**src/rtl/intr_pkg.sv**
```systemverilog
package intr_pkg;
  localparam int VEC_W = 16;
  localparam logic [VEC_W-1:0] NMI_VECTOR = 16'hFFFA;

  // Interrupt decision: any unmasked level request, or a pending NMI.
  function automatic logic want_intr(input logic [1:0] lvl, input logic mask,
                                     input logic nmi);
    return ((|lvl) & ~mask) | nmi;
  endfunction

  // Vector substitution for a pending NMI.
  function automatic logic [VEC_W-1:0] pick_vec(input logic use_nmi,
                                                input logic [VEC_W-1:0] given);
    return use_nmi ? NMI_VECTOR : given;
  endfunction
endpackage

```
**src/rtl/nmi_edge_latch.sv**
```systemverilog
module nmi_edge_latch (
  input  logic clk,
  input  logic rst_n,
  input  logic line,
  input  logic clr,
  output logic rise,
  output logic pending
);
  logic prev_q;

  assign rise = line & ~prev_q;

  always_ff @(posedge clk) begin
    if (!rst_n) begin
      prev_q  <= 1'b0;
      pending <= 1'b0;
    end else begin
      prev_q <= line;
      if (rise)
        pending <= 1'b1;
      else if (clr)
        pending <= 1'b0;
    end
  end
endmodule

```
**src/rtl/intr_sample_reg.sv**
```systemverilog
module intr_sample_reg #(
  parameter int LVL_N = 2
) (
  input  logic             clk,
  input  logic             rst_n,
  input  logic             strobe,
  input  logic [LVL_N-1:0] lvl,
  input  logic             mask,
  input  logic             nmi,
  output logic             taken
);
  logic decide;

  assign decide = intr_pkg::want_intr(lvl, mask, nmi);

  always_ff @(posedge clk) begin
    if (!rst_n)
      taken <= 1'b0;
    else if (strobe)
      taken <= decide;
  end
endmodule

```
**src/rtl/vec_mux.sv**
```systemverilog
module vec_mux (
  input  logic                        use_nmi,
  input  logic [intr_pkg::VEC_W-1:0]  given,
  output logic [intr_pkg::VEC_W-1:0]  chosen
);
  assign chosen = intr_pkg::pick_vec(use_nmi, given);
endmodule

```
**src/rtl/intr_resolver.sv**
```systemverilog
module intr_resolver (
  input  logic        clk,
  input  logic        rst_n,
  input  logic        nmi_req,
  input  logic        ext_irq,
  input  logic        snd_irq,
  input  logic        irq_mask,
  input  logic        last_cycle,
  input  logic        vec_req,
  input  logic [15:0] vec_in,
  output logic [15:0] vec_out,
  output logic        nmi_pending,
  output logic        take_intr
);
  localparam int LVL_N = 2;

  logic             nmi_rise;
  logic             nmi_use;
  logic [LVL_N-1:0] lvl_bus;

  assign lvl_bus = {snd_irq, ext_irq};
  assign nmi_use = vec_req & nmi_pending;

  nmi_edge_latch u_edge (
    .clk     (clk),
    .rst_n   (rst_n),
    .line    (nmi_req),
    .clr     (nmi_use),
    .rise    (nmi_rise),
    .pending (nmi_pending)
  );

  intr_sample_reg #(.LVL_N(LVL_N)) u_sample (
    .clk    (clk),
    .rst_n  (rst_n),
    .strobe (last_cycle),
    .lvl    (lvl_bus),
    .mask   (irq_mask),
    .nmi    (nmi_pending),
    .taken  (take_intr)
  );

  vec_mux u_vec (
    .use_nmi (nmi_use),
    .given   (vec_in),
    .chosen  (vec_out)
  );
endmodule

```
**config.mk**
```make
export PLATFORM = sky130hd
export DESIGN_NAME = intr_resolver
export DESIGN_NICKNAME = d
export VERILOG_FILES = /design/src/rtl/intr_pkg.sv /design/src/rtl/nmi_edge_latch.sv /design/src/rtl/intr_sample_reg.sv /design/src/rtl/vec_mux.sv /design/src/rtl/intr_resolver.sv
export SDC_FILE = /design/constraint.sdc
export NUM_CORES = 1
export LEC_CHECK = 0
export BUFFER_PORTS_ARGS = -buffer_cell sky130_fd_sc_hd__buf_4
export CORE_AREA = 2 2 39 41
export DETAILED_ROUTE_END_ITERATION = 6
export DIE_AREA = 0 0 41 43
export GPL_ROUTABILITY_DRIVEN = 0
export PLACE_DENSITY = 0.59
export SETUP_SLACK_MARGIN = 0.05
export SYNTH_ARGS = -nofsm -noshare
export SYNTH_HDL_FRONTEND = slang
export SYNTH_SLANG_ARGS = --single-unit
```
**constraint.sdc**
```tcl
create_clock -name clk -period 0.9 [get_ports clk]
set_input_delay 0.045 -clock clk [delete_from_list [all_inputs] [get_ports clk]]
set_output_delay 0.045 -clock clk [all_outputs]
set_load 0.03 [all_outputs]
```
==> reports/metrics.yaml <==
timing:
  drv_slew: 0
  hold_ws_ns: 0.0287
  worstMarginPinSlew_ns: 0.145
  layout_setup_ws_ns: -0.168
  finalCritPeriodShare_pct: 119
  rsz0062_at_grt: "yes"
  fmax_ghz: 0.937
  hold_viol_final: 0
  setup_viol: 16
  fin_skew_ns: 0.00108
  finalCriticalPeriod_ns: 1.07
  relSlewSlack_pct: 90.2
cells_and_area:
  num-fill-cells: 131
  drive_above_1_share_pct: 71.8
  diodes: 0
  multi_input_area_um2: 193
  fin_cells: 94
  nets: 103
  syn_to_final_growth_pct: 204
  layout.area.seq_um2: 63.8
  post-route-util_pct: 50.5
floorplan:
  initial_utilization_pct: 16.6
  die_h_um: 43
  core_um2: 1380
  die-area_um2: 1760
  std_cell_rows: 14
  die_w_um: 41
  ioPinCount: 42
cts:
  cts_buffers: 3
  cts_tree: "yes"
  clock_sinks: 3
  clk_pin_slew_ns: 0.04
  cts_max_level: 1
  clk_latency_ns: 0.23
  clockBufferDepth: 2
  cts_root_buf: "clkbuf_4"
pwr:
  irDropWorstVdd_uv: 618
  powerDensity_nw_per_um2: 1120
  p_leak_uw: 0.000384
logic_synthesis:
  ys_ff_latch: 3
  synth_warnings: 0
  synth_fp_nets: 53
  synth_top_flop_cell: "dfxtp_1"
  yosysTopAreaCellShare_pct: 40.8
  synth_area_um2: 230
  synth_cell_types: 12
  synthArstFlopShare_pct: 0
  avgSynthCellArea_um2: 7.94
  synth-edff-count: 0
  synth_most_common_cell: "nand2b_1"
  synthCells: 29
  yosysSeqAreaShare_pct: 26.1
  synth_area_leaders: "nand2b_1 41%, dfxtp_1 26%, and2_1 5.4%"
  synth_commonest_cells: "15 x nand2b_1, 3 x dfxtp_1, 2 x and2_1"
  yosysTopAreaCell: "nand2b_1"
global_routing:
  grt_max_degree: 9
  gr-usage-all-layers_pct: 10.8
  grt_overflow_total: 0
  grt_pass1_vias: 339
  antenna_found_initial: 0
  grt_first_pass_wirelength_mm: 1.24
setup_path:
  r2r_setup_slack_ns: 0.16
  crit_path_max_fanout: 6
  r2r_start: "u_edge.pending"
  cp.required_ns: 0.85
  start_kind: "register"
  endpoint_kind: "primary output"
  path_class: "register to primary output"
  cp.arrival_ns: 1.02
  startpoint: "u_edge.pending"
routing:
  wl_per_cell_um: 10.1
  wirelength_um: 954
  first_iter_violations: 1
  drt-pass1-iter-count: 2
  vias_per_cell: 4.21
  drt.antenna.violating_nets: 0
  vias: 396
  drc_errors: 0
place:
  dp_cells: 87
  io_buffer_count: 41
run:
  maxCapViolCount: 0
outcome:
  violations: "negative setup slack"
  status: "complete, but fails checks"
hold_path:
  worstHoldStart: "nmi_req"
  hp-class: "input port to register"
==> registers in the layout (all words and copies together) (netlist names) <==
signal,count
u_sample.taken,1
u_edge.prev_q,1
u_edge.pending,1
==> worst paths after layout <==
check	depth (start not counted)	end
worst max-delay path	3	vec_out[13]
worst min-delay path	2	u_edge.prev_q
worst max register to register	3	u_edge.pending
worst min register to register	2	u_edge.pending
==> cell type report <==
class / count / share of cell area [%]
Timing Repair Buffer: 46 / 56.2
Multi-Input combinational cell: 24 / 27.5
Sequential cell: 3 / 9.12
Clock buffer: 4 / 3.76
Tap cell: 16 / 2.86
Inverter: 1 / 0.537
==> logic make-up (layout without fill, tap and decap cells) <==
kind of cell / count (synthesis) / in the layout / share of synthesized area (%)
and+or+nand+nor: 20 / 20 / 56.0
DFF: 3 / 3 / 26.1
AOI/OAI and AO/OA: 4 / 4 / 11.4
buffers and inverters: 2 / 51 / 6.52
==> through the flow <==
step           instance area, µm²  setup slack, ns  total power (µW)  TNS [ns]
2_1_floorplan                 241        -0.000646               328  -0.00517
3_3_place_gp                  573           0.0433               495         0
3_5_place_dp                  573           0.0298               495         0
4_1_cts                       643           -0.207               766     -2.34
5_1_grt                       699           -0.209               834     -2.86
6_report                      699           -0.168               783     -2.13
==> cell usage in the layout (no fill, tap or decap) <==
cell | synthesis | layout
dfxtp_1 | 3 | 2
a21boi_1 | 1 | 1
o21ai_0 | 1 | 1
nand2b_4 | 0 | 4
buf_4 | 0 | 33
nand2b_1 | 15 | 11
nand2_4 | 0 | 1
clkbuf_4 | 0 | 3
dfxtp_4 | 0 | 1
clkbuf_1 | 0 | 1
and2_4 | 1 | 2
and2_1 | 2 | 1
o21bai_1 | 1 | 1
buf_6 | 1 | 12
a31oi_1 | 1 | 1
or2b_1 | 1 | 1
dlygate4sd3_1 | 0 | 1
inv_1 | 1 | 1
==> worst max-delay path: stages (launching register included) <==
cell	delay [ns]
dfxtp_4	0.34
nand2_4	0.08
or2b_1	0.24
buf_6	0.14
==> where the power goes <==
group	internal, µW	switching [µW]
logic	213	189
clock network	166	67.1
registers	142	5.15
==> layer usage <==
| layer | up-vias | GRT usage [%] | share of wire (%) |
|---|---|---|---|
| met5 | - | 0 | 0 |
| met2 | 42 | 17.8 | 48 |
| met4 | 0 | 10.0 | 1.3 |
| met1 | 165 | 9.29 | 27 |
| li1 | 187 | - | - |
| met3 | 2 | 3.66 | 23 |
==> what timing repair did <==
action / in CTS / in global routing
cloned: 0 / 0
buffers inserted: 1 / 2
gates resized for setup: 7 / 9
hold endpoints to repair: 1 / 0
pin swaps: 3 / 1
hold buffers: 1 / 0
setup endpoints to repair: 16 / 17
(Power assumes the default switching activity.)
